===== src/rtl/vpa_pkg.sv =====
package vpa_pkg;
    localparam logic [1:0] BURST_INCR = 2'b01;

    typedef enum logic [0:0] {
        CTL_IDLE = 1'b0,
        CTL_BUSY = 1'b1
    } ctl_state_e;
endpackage


===== src/rtl/vpa_ar_issue.sv =====
module vpa_ar_issue #(
    parameter int ADDR_W = 32
) (
    input  logic              clk,
    input  logic              rst_n,
    input  logic              go,
    input  logic [ADDR_W-1:0] base,
    output logic              arvalid,
    input  logic              arready,
    output logic [ADDR_W-1:0] araddr
);
    typedef struct packed {
        logic              vld;
        logic [ADDR_W-1:0] addr;
    } ar_st_t;

    ar_st_t st_d, st_q;

    always_comb begin
        st_d = st_q;
        if (st_q.vld && arready) begin
            st_d.vld = 1'b0;
        end
        if (go) begin
            st_d.vld  = 1'b1;
            st_d.addr = base;
        end
    end

    always_ff @(posedge clk) begin
        if (!rst_n) begin
            st_q <= '0;
        end else begin
            st_q <= st_d;
        end
    end

    assign arvalid = st_q.vld;
    assign araddr  = st_q.addr;

    // request held with a stable address until accepted
    p_ar_hold_r3: assert property (@(posedge clk) disable iff (!rst_n)
        (arvalid && !arready) |=> (arvalid && $stable(araddr)));

    // a single request per run; it drops right after its handshake
    p_ar_single_r2: assert property (@(posedge clk) disable iff (!rst_n)
        (arvalid && arready && !go) |=> !arvalid);
endmodule


===== src/rtl/vpa_pair_join.sv =====
module vpa_pair_join #(
    parameter int DATA_W = 32,
    parameter int N      = 50,
    parameter int CNT_W  = 6,
    parameter int IDX_W  = 6
) (
    input  logic              clk,
    input  logic              rst_n,
    input  logic              clear,
    input  logic              enable,
    input  logic              a_rvalid,
    input  logic [DATA_W-1:0] a_rdata,
    input  logic              a_rlast,
    output logic              a_rready,
    input  logic              b_rvalid,
    input  logic [DATA_W-1:0] b_rdata,
    input  logic              b_rlast,
    output logic              b_rready,
    output logic              wr_en,
    output logic [IDX_W-1:0]  wr_idx,
    output logic [DATA_W-1:0] wr_data,
    output logic              lasts_seen
);
    typedef struct packed {
        logic [CNT_W-1:0]  cnt;
        logic              wr_en;
        logic [IDX_W-1:0]  wr_idx;
        logic [DATA_W-1:0] wr_data;
        logic              seen_a;
        logic              seen_b;
    } pj_st_t;

    pj_st_t st_d, st_q;
    logic   room;
    logic   take;

    always_comb begin
        room  = enable && (st_q.cnt < CNT_W'(N));
        take  = room && a_rvalid && b_rvalid;
        st_d  = st_q;
        st_d.wr_en = take;
        if (take) begin
            st_d.wr_idx  = st_q.cnt[IDX_W-1:0];
            st_d.wr_data = a_rdata + b_rdata;
            st_d.cnt     = st_q.cnt + CNT_W'(1);
            st_d.seen_a  = st_q.seen_a | a_rlast;
            st_d.seen_b  = st_q.seen_b | b_rlast;
        end
        if (clear) begin
            st_d.cnt    = '0;
            st_d.wr_en  = 1'b0;
            st_d.seen_a = 1'b0;
            st_d.seen_b = 1'b0;
        end
    end

    always_ff @(posedge clk) begin
        if (!rst_n) begin
            st_q <= '0;
        end else begin
            st_q <= st_d;
        end
    end

    assign a_rready   = take;
    assign b_rready   = take;
    assign wr_en      = st_q.wr_en;
    assign wr_idx     = st_q.wr_idx;
    assign wr_data    = st_q.wr_data;
    assign lasts_seen = st_q.seen_a && st_q.seen_b;

    // the pair counter never passes the vector length
    p_cnt_bound_r4: assert property (@(posedge clk) disable iff (!rst_n)
        st_q.cnt <= CNT_W'(N));

    // every stored sum follows a cycle where both ports handed over a beat
    p_wr_from_pair_r4: assert property (@(posedge clk) disable iff (!rst_n)
        $rose(wr_en) |-> $past(a_rvalid && b_rvalid && a_rready && b_rready));

    // consecutive stores walk the buffer one slot at a time
    p_idx_step_r5: assert property (@(posedge clk) disable iff (!rst_n)
        (wr_en && $past(wr_en)) |-> (wr_idx == $past(wr_idx) + IDX_W'(1)));
endmodule


===== src/rtl/vpa_sum_buf.sv =====
module vpa_sum_buf #(
    parameter int DATA_W = 32,
    parameter int N      = 50,
    parameter int IDX_W  = 6
) (
    input  logic              clk,
    input  logic              wr_en,
    input  logic [IDX_W-1:0]  wr_idx,
    input  logic [DATA_W-1:0] wr_data,
    input  logic [IDX_W-1:0]  rd_idx,
    output logic [DATA_W-1:0] rd_data
);
    logic [DATA_W-1:0] mem_q [N];
    logic              rd_in_range;

    always_ff @(posedge clk) begin
        if (wr_en) begin
            mem_q[wr_idx] <= wr_data;
        end
    end

    always_comb begin
        rd_in_range = (32'(rd_idx) < N);
        rd_data     = '0;
        if (rd_in_range) begin
            rd_data = mem_q[rd_idx];
        end
    end
endmodule


===== src/rtl/vpa_top.sv =====
module vpa_top #(
    parameter int ADDR_W = 32,
    parameter int DATA_W = 32,
    parameter int N      = 50,
    localparam int IDX_W = $clog2(N),
    localparam int CNT_W = $clog2(N + 1)
) (
    input  logic              clk,
    input  logic              rst_n,
    input  logic              start,
    input  logic [ADDR_W-1:0] base_a,
    input  logic [ADDR_W-1:0] base_b,
    output logic              done,
    input  logic [IDX_W-1:0]  rd_idx,
    output logic [DATA_W-1:0] rd_data,
    output logic              a_arvalid,
    input  logic              a_arready,
    output logic [ADDR_W-1:0] a_araddr,
    output logic [7:0]        a_arlen,
    output logic [2:0]        a_arsize,
    output logic [1:0]        a_arburst,
    input  logic              a_rvalid,
    output logic              a_rready,
    input  logic [DATA_W-1:0] a_rdata,
    input  logic              a_rlast,
    output logic              b_arvalid,
    input  logic              b_arready,
    output logic [ADDR_W-1:0] b_araddr,
    output logic [7:0]        b_arlen,
    output logic [2:0]        b_arsize,
    output logic [1:0]        b_arburst,
    input  logic              b_rvalid,
    output logic              b_rready,
    input  logic [DATA_W-1:0] b_rdata,
    input  logic              b_rlast
);
    import vpa_pkg::*;

    localparam int           NPORT     = 2;
    localparam logic [7:0]   LEN_CODE  = 8'(N - 1);
    localparam logic [2:0]   SIZE_CODE = 3'($clog2(DATA_W / 8));

    typedef struct packed {
        ctl_state_e state;
        logic       done;
    } ctl_st_t;

    ctl_st_t ctl_d, ctl_q;

    logic                   go;
    logic                   busy;
    logic [NPORT-1:0]       arvalid_w;
    logic [NPORT-1:0]       arready_w;
    logic [ADDR_W-1:0]      base_w  [NPORT];
    logic [ADDR_W-1:0]      araddr_w[NPORT];
    logic                   wr_en;
    logic [IDX_W-1:0]       wr_idx;
    logic [DATA_W-1:0]      wr_data;
    logic                   lasts_seen;

    assign busy = (ctl_q.state == CTL_BUSY);
    assign go   = start && !busy;

    always_comb begin
        ctl_d      = ctl_q;
        ctl_d.done = 1'b0;
        if (go) begin
            ctl_d.state = CTL_BUSY;
        end else if (busy && wr_en && (wr_idx == IDX_W'(N - 1)) && lasts_seen) begin
            ctl_d.state = CTL_IDLE;
            ctl_d.done  = 1'b1;
        end
    end

    always_ff @(posedge clk) begin
        if (!rst_n) begin
            ctl_q <= '{state: CTL_IDLE, done: 1'b0};
        end else begin
            ctl_q <= ctl_d;
        end
    end

    assign done = ctl_q.done;

    assign base_w[0]    = base_a;
    assign base_w[1]    = base_b;
    assign arready_w[0] = a_arready;
    assign arready_w[1] = b_arready;

    for (genvar p = 0; p < NPORT; p++) begin : g_ar
        vpa_ar_issue #(.ADDR_W(ADDR_W)) u_ar (
            .clk     (clk),
            .rst_n   (rst_n),
            .go      (go),
            .base    (base_w[p]),
            .arvalid (arvalid_w[p]),
            .arready (arready_w[p]),
            .araddr  (araddr_w[p])
        );
    end

    assign a_arvalid = arvalid_w[0];
    assign a_araddr  = araddr_w[0];
    assign b_arvalid = arvalid_w[1];
    assign b_araddr  = araddr_w[1];
    assign a_arlen   = LEN_CODE;
    assign b_arlen   = LEN_CODE;
    assign a_arsize  = SIZE_CODE;
    assign b_arsize  = SIZE_CODE;
    assign a_arburst = BURST_INCR;
    assign b_arburst = BURST_INCR;

    vpa_pair_join #(
        .DATA_W (DATA_W),
        .N      (N),
        .CNT_W  (CNT_W),
        .IDX_W  (IDX_W)
    ) u_join (
        .clk        (clk),
        .rst_n      (rst_n),
        .clear      (go),
        .enable     (busy),
        .a_rvalid   (a_rvalid),
        .a_rdata    (a_rdata),
        .a_rlast    (a_rlast),
        .a_rready   (a_rready),
        .b_rvalid   (b_rvalid),
        .b_rdata    (b_rdata),
        .b_rlast    (b_rlast),
        .b_rready   (b_rready),
        .wr_en      (wr_en),
        .wr_idx     (wr_idx),
        .wr_data    (wr_data),
        .lasts_seen (lasts_seen)
    );

    vpa_sum_buf #(
        .DATA_W (DATA_W),
        .N      (N),
        .IDX_W  (IDX_W)
    ) u_buf (
        .clk     (clk),
        .wr_en   (wr_en),
        .wr_idx  (wr_idx),
        .wr_data (wr_data),
        .rd_idx  (rd_idx),
        .rd_data (rd_data)
    );

    // completion lasts exactly one cycle
    p_done_pulse_r7: assert property (@(posedge clk) disable iff (!rst_n)
        done |=> !done);

    // completion only directly after the final store
    p_done_after_store_r7: assert property (@(posedge clk) disable iff (!rst_n)
        $rose(done) |-> $past(wr_en));

    // both address requests start together
    p_ar_together_r2: assert property (@(posedge clk) disable iff (!rst_n)
        $rose(a_arvalid) |-> $rose(b_arvalid));

    // a start during a run raises no new request
    p_start_busy_r8: assert property (@(posedge clk) disable iff (!rst_n)
        (busy && start) |=> (!$rose(a_arvalid) && !$rose(b_arvalid)));
endmodule


===== config.mk =====
export PLATFORM = sky130hd
export DESIGN_NAME = vpa_top
export DESIGN_NICKNAME = d
export VERILOG_FILES = /design/src/rtl/vpa_pkg.sv /design/src/rtl/vpa_ar_issue.sv /design/src/rtl/vpa_pair_join.sv /design/src/rtl/vpa_sum_buf.sv /design/src/rtl/vpa_top.sv
export SDC_FILE = /design/constraint.sdc
export NUM_CORES = 2
export LEC_CHECK = 0
export ABC_AREA = 0
export CAP_MARGIN = 20
export CORE_AREA = 2 2 416 418
export DETAILED_ROUTE_END_ITERATION = 16
export DIE_AREA = 0 0 418 420
export PLACE_DENSITY_LB_ADDON = 0.2
export SLEW_MARGIN = 20
export SYNTH_ARGS = -nofsm -noshare
export SYNTH_HDL_FRONTEND = slang
export SYNTH_HIERARCHICAL = 1
export SYNTH_SLANG_ARGS = --single-unit

===== constraint.sdc =====
create_clock -name clk -period 3.7 [get_ports clk]
set_input_delay 0.555 -clock clk [delete_from_list [all_inputs] [get_ports clk]]
set_output_delay 0.555 -clock clk [all_outputs]
set_load 0.01 [all_outputs]

=== After elaboration in Yosys (flattened, before gate mapping) ===
Memory sizes are Yosys's and may differ from the RTL's.
Cells that the tools add are included.

* Register bits: 115
* Bits in writable memories: 1,600
* Input port bits: 143
* Output and inout bits: 127
* Logic and storage cells: 45
* Memories kept: 1

* $add $sub $neg: 2
* $lt $le $gt $ge: 2
* Eq/ne operators: 1
* Muxes and demuxes: 9
* Bitwise logic cells: 3
* Reductions and logical operators: 15

{| class="wikitable"
|+ Memory list
! name !! words !! bits a word !! rd ports !! clocked after Yosys merged registers in !! write ports !! RTL line !! text
|-
| u_buf.mem_q || 50 || 32 || 1 || 0 || 1 || vpa_sum_buf.sv:13 || <nowiki>logic [DATA_W-1:0] mem_q [N];</nowiki>
|}

{| class="wikitable"
|+ Operators with widths
! cell !! number
|-
| two-way mux 33 bit || 2
|-
| adder 32 bit || 1
|-
| two-way mux 32 bit || 1
|-
| less-than comparator 6 bit, second input constant || 2
|-
| logical AND 1 bit || 10
|-
| adder 6 x 1 -> 6 bit, second input constant || 1
|-
| equality test 6 bit, second input constant || 1
|-
| nonzero test 2 bit || 3
|-
| two-way mux 1 bit || 5
|-
| two-way mux 2 bit || 1
|-
| bitwise OR 1 bit || 2
|-
| OR reduction 2 bit || 1
|-
| zero test 1 bit || 1
|-
| NOT 1 bit || 1
|}

=== Logic depth before layout (Yosys ltp) ===
* Word-level depth: 5
* Depth in mapped cells: 11

=== By module ===
Netlist, hierarchy kept.

{| class="wikitable"
|+ By module, submodules not included
! module !! times used !! cells an instance !! area each (µm²)
|-
| vpa_sum_buf || 1 || 2,750 || 61,482.7
|-
| vpa_pair_join || 1 || 480 || 3,732.3
|-
| vpa_ar_issue || 2 || 106 || 1,277.5
|-
| vpa_top || 1 || 38 || 312.8
|}

=== Worst setup path after synthesis ===
Ideal clock, no wire load.

* Path kind: register to register
* Start: reg u_join.st_q (netlist bit u_join/wr_idx[0])
* End: mem u_buf.mem_q[16][0], enable pin
* Setup time: 461 ps
* Data arrival time: 3,180 ps
* Slack: 59 ps
* Stages on the path, launching flop included: 6
* Buffers on the path: 2
* Period minus slack after synthesis: 3,641 ps
* Path through: dfxtp_1 -> buf_4 -> clkbuf_1 -> nor3b_1 -> nand2_1 -> nor3_1

{| class="wikitable"
|+ RTL lines
! element !! RTL line !! text
|-
| start, declared || vpa_pair_join.sv:33 || <nowiki>pj_st_t st_d, st_q;</nowiki>
|-
| start signal, assigned || vpa_pair_join.sv:61 || <nowiki>st_q <= st_d;</nowiki>
|-
| end, declared || vpa_sum_buf.sv:13 ||
|}

No word-level cell before the write port.

=== Worst setup path in the final report ===
* Start: in rd_idx[1]
* End: out rd_data[5]

* Cells in the longest elaborated chain, start to end: 2
* Elaborated cells between the ends (all ways): 3

{| class="wikitable"
|+ RTL lines
! element !! RTL line !! text
|-
| start, declared || vpa_top.sv:14 || <nowiki>input logic [IDX_W-1:0] rd_idx,</nowiki>
|-
| memory read (50 x 32 bit) / less-than comparator 6 bit (equally long branches) || -- ||
|-
| two-way mux 32 bit * || vpa_sum_buf.sv:25 || <nowiki>if (rd_in_range) begin</nowiki>
|-
| end, declared || vpa_top.sv:15 || <nowiki>output logic [DATA_W-1:0] rd_data,</nowiki>
|}

Mark *: on every way between the ends. The rest lies on a longest branch, timed or not.

==> impl_results.md <==
- Total Routing Usage GR: between 20% and 30%
- Post-Syn Area: just under 70000 um2
- Site Rows: about 150
- CP Cell Sequence: buf_8 -> buf_4 -> buf_6 -> buf_12 -> mux4_2 -> mux2_2 -> o21ai_2 -> o31ai_4 -> clkdlybuf4s50_1
- CTS tree: yes
- Post-DP Area: 74900 um2
- Final Max Slew Viols: 0
- Int Pwr: around 0.032 W
- Placeable Area: 171000 um2
- Clock buffer depth: 3
- Fin Setup TNS: 0 ns
- Combinational power share: just over 6%
- Commonest non-fill, non-tap cell in the layout: edfxtp_1
- Die area: roughly 180000 um2
- Vias: roughly 36000
- Cts bufs inserted: between 150 and 200
- Port bufs: 243
- Vias in the first global route: between 30000 and 40000
- Router iterations before antenna repair: 7
- Met3 WL: roughly 13000 um
- Gpl congestion: approximately 0.79
- Tightest Hold Check Type: input port to register
- CP max FO: 10
- Uppermost layer routed: met4
- CTS sink cnt: around 1700
- Average routed wire per standard cell: 29.5 um
- Switching Fraction: between 20% and 30%
- Htree depth: 4
- Clk pwr share: a little over two fifths
- Flops & latches, synth: between 1500 and 2000
- Slew Limit Headroom: 23.5%
- Syn Inst Count: around 3500
- Hold Buf Count CTS: 0
- Yosys warnings: 6
- RSZ-0062 raised after global routing: false
- FFs w/ async S/R, synth: 0%
- Io pins: 270
- Final wirelength: ~190000 um
- Worst setup SP type: input port
- Largest net degree at the start of global routing: 70
- Drt drc: 0
- CTS clk-pin slew, worst paths: ~0.050 ns
- Fin worst setup slack: about 0.047 ns
- Synth unique cells: slightly above 80
- Max cap viols: 0
- Worst setup EP type: output pin
- Crit path required time: between 3 and 4 ns
- Area added between synthesis and finish: 19.3%
- Top_reg_cell synth: edfxtp_1
- Initial antenna violation count: 4
- Leak: roughly 27 nW
- Root Driver: clkbuf_16
- Mean Syn Cell Area: a little under 20 um2
- Commonest non-fill, non-tap cells in the layout: edfxtp_1 (1600), mux4_2 (305), mux2i_1 (253)
- Max Freq: approximately 270 MHz
- DR iter-0 viols: roughly 3800
- Seq/Total Area, Yosys: 74.0%
- Final cycle utilization of the critical path: a little over nine tenths
- Insertion delay to the later sink of the worst-skew pair: approximately 0.81 ns
- CP max stage cell: clkdlybuf4s50_1
- Net count, final: approximately 4100
- Final hold vios: 0
- DRT met1 WL: between 80000 and 90000 um
- Initial core utilization: 39.8%
- Post-DP HPWL: around 110000 um
- Layout cells sized above 1: about a quarter
- Crit Path Category: input port to output pin
- Vert. Die Dim: around 420 um
- Met2 wire length: a little under 90000 um
- Pwr per Cell Area: 505 nW/um2
- WP data arrival: about 3.1 ns
- Outcome: finished clean
- Maximum vdd drop: about 0.00052 V
- Vias per inst: 5.64
- First-pass GRT wire length: roughly 270000 um
- # setup viols final: 0
- Net load switching power: between 0.008 and 0.009 W
- Pre-CTS setup slack: -0.563 ns
- Die width: between 400 and 500 um
- Power share of the sequential group: roughly 52%
- Remaining Overflow, GRT: 0
- Minimum clock period: approximately 3.7 ns
- Fin area: 81200 um2
- Worst slew pin tran: 1.15 ns
- Remaining antenna violation count: 0
- Post-synth EDFFs: 1600
- Slowest cell delay on critical path: between 0.5 and 0.6 ns
- Clock Skew: roughly 0.046 ns
cell usage after synthesis (36+ instances only):
cell      count  area share (%)
a21oi_1      82            0.60
a221oi_1     36            0.46
buf_2        46            0.34
buf_4        87            0.96
clkbuf_1     75            0.41
dfxtp_1     115             3.4
edfxtp_1   1600              71
mux2_2       77             1.3
mux2i_1     253             3.7
mux4_2      305              10
nand2_1      93            0.51
nor2_1       86            0.47
nor2b_1      80            0.74
o21ai_0      37            0.27
o221ai_1     49            0.63
routing by layer:
| layer | track usage [%] | vias to the layer above |
|---|---|---|
| met3 | 3.80 | 221 |
| met2 | 34.5 | 1329 |
| met4 | 5.57 | 0 |
| li1 | - | 15300 |
| met1 | 29.9 | 19000 |
| met5 | 0 | - |
kinds of logic after synthesis:
logic type,synth area share [%]
other,0.0110
adder cells (fa/ha/maj),0.617
AND/OR/NAND/NOR,2.86
flip-flops,74.0
multiplexers,15.1
XOR/XNOR,0.257
AO/OA/AOI/OAI,4.60
buffers and inverters,2.63
path summary, 6_finish.rpt:
kind / from / to / slack, ns / cells after the start
worst min register to register: u_join/wr_data[26] / u_join/wr_data[26] / 0.44 / 2
worst max-delay path: rd_idx[1] / rd_data[5] / 0.05 / 9
worst min-delay path: rst_n / u_join/wr_idx[5] / 0.19 / 2
worst max register to register: u_join/wr_idx[1] / u_buf/mem_q[11][24] / 1.04 / 4
stage by stage:
step | power (W) | instances | hold slack (ns) | utilization [%]
global placement | 0.0242 | 6014 | 0.438 | 43.8
CTS | 0.0414 | 6341 | 0.128 | 47.4
floorplan | 0.0231 | 3504 | 0.426 | -
global route | 0.0423 | 6347 | 0.161 | 47.5
detailed placement | 0.0242 | 6014 | 0.442 | 43.8
finish | 0.0410 | 6347 | 0.188 | 47.5
registers in the layout (all words and copies together), names as in the netlist:
| signal | flops |
|---|---|
| u_join/st_q | 8 |
| done | 1 |
| u_buf/mem_q | 1600 |
| busy | 1 |
| g_ar.u_ar/arvalid | 2 |
| u_join/wr_data | 32 |
| u_join/wr_en | 1 |
| g_ar.u_ar/araddr | 64 |
| u_join/wr_idx | 6 |
critical path, delay by kind of cell:
kind | cells | cell delay [ns]
buffers and inverters | 5 | 1.23
muxes | 2 | 0.79
AOI/OAI and AO/OA | 2 | 0.49
final cells by class:
type	instances	area, um2
Antenna cell	1	2.50
Clock buffer	254	4910
Clock inverter	65	632
Fill cell	14200	89800
Inverter	11	41.3
Multi-Input combinational cell	1518	16800
Sequential cell	1715	50400
Tap cell	2233	2790
Timing Repair Buffer	550	5620
repair_timing:
action                                  4_1_cts  5_1_grt
buffers inserted                              0        5
gates cloned                                  8        0
endpoints found under the setup margin       31       14
pin swaps                                     6        3
resized for setup                            95       27
power groups by stage:
stage | clock network [W] | registers (W) | logic [W]
detailed placement | 0 | 0.0218 | 0.00245
global placement | 0 | 0.0218 | 0.00245
CTS | 0.0175 | 0.0214 | 0.00255
floorplan | 0 | 0.0216 | 0.00146
finish | 0.0171 | 0.0213 | 0.00256
global route | 0.0182 | 0.0213 | 0.00272
(Power assumes the default switching activity.)
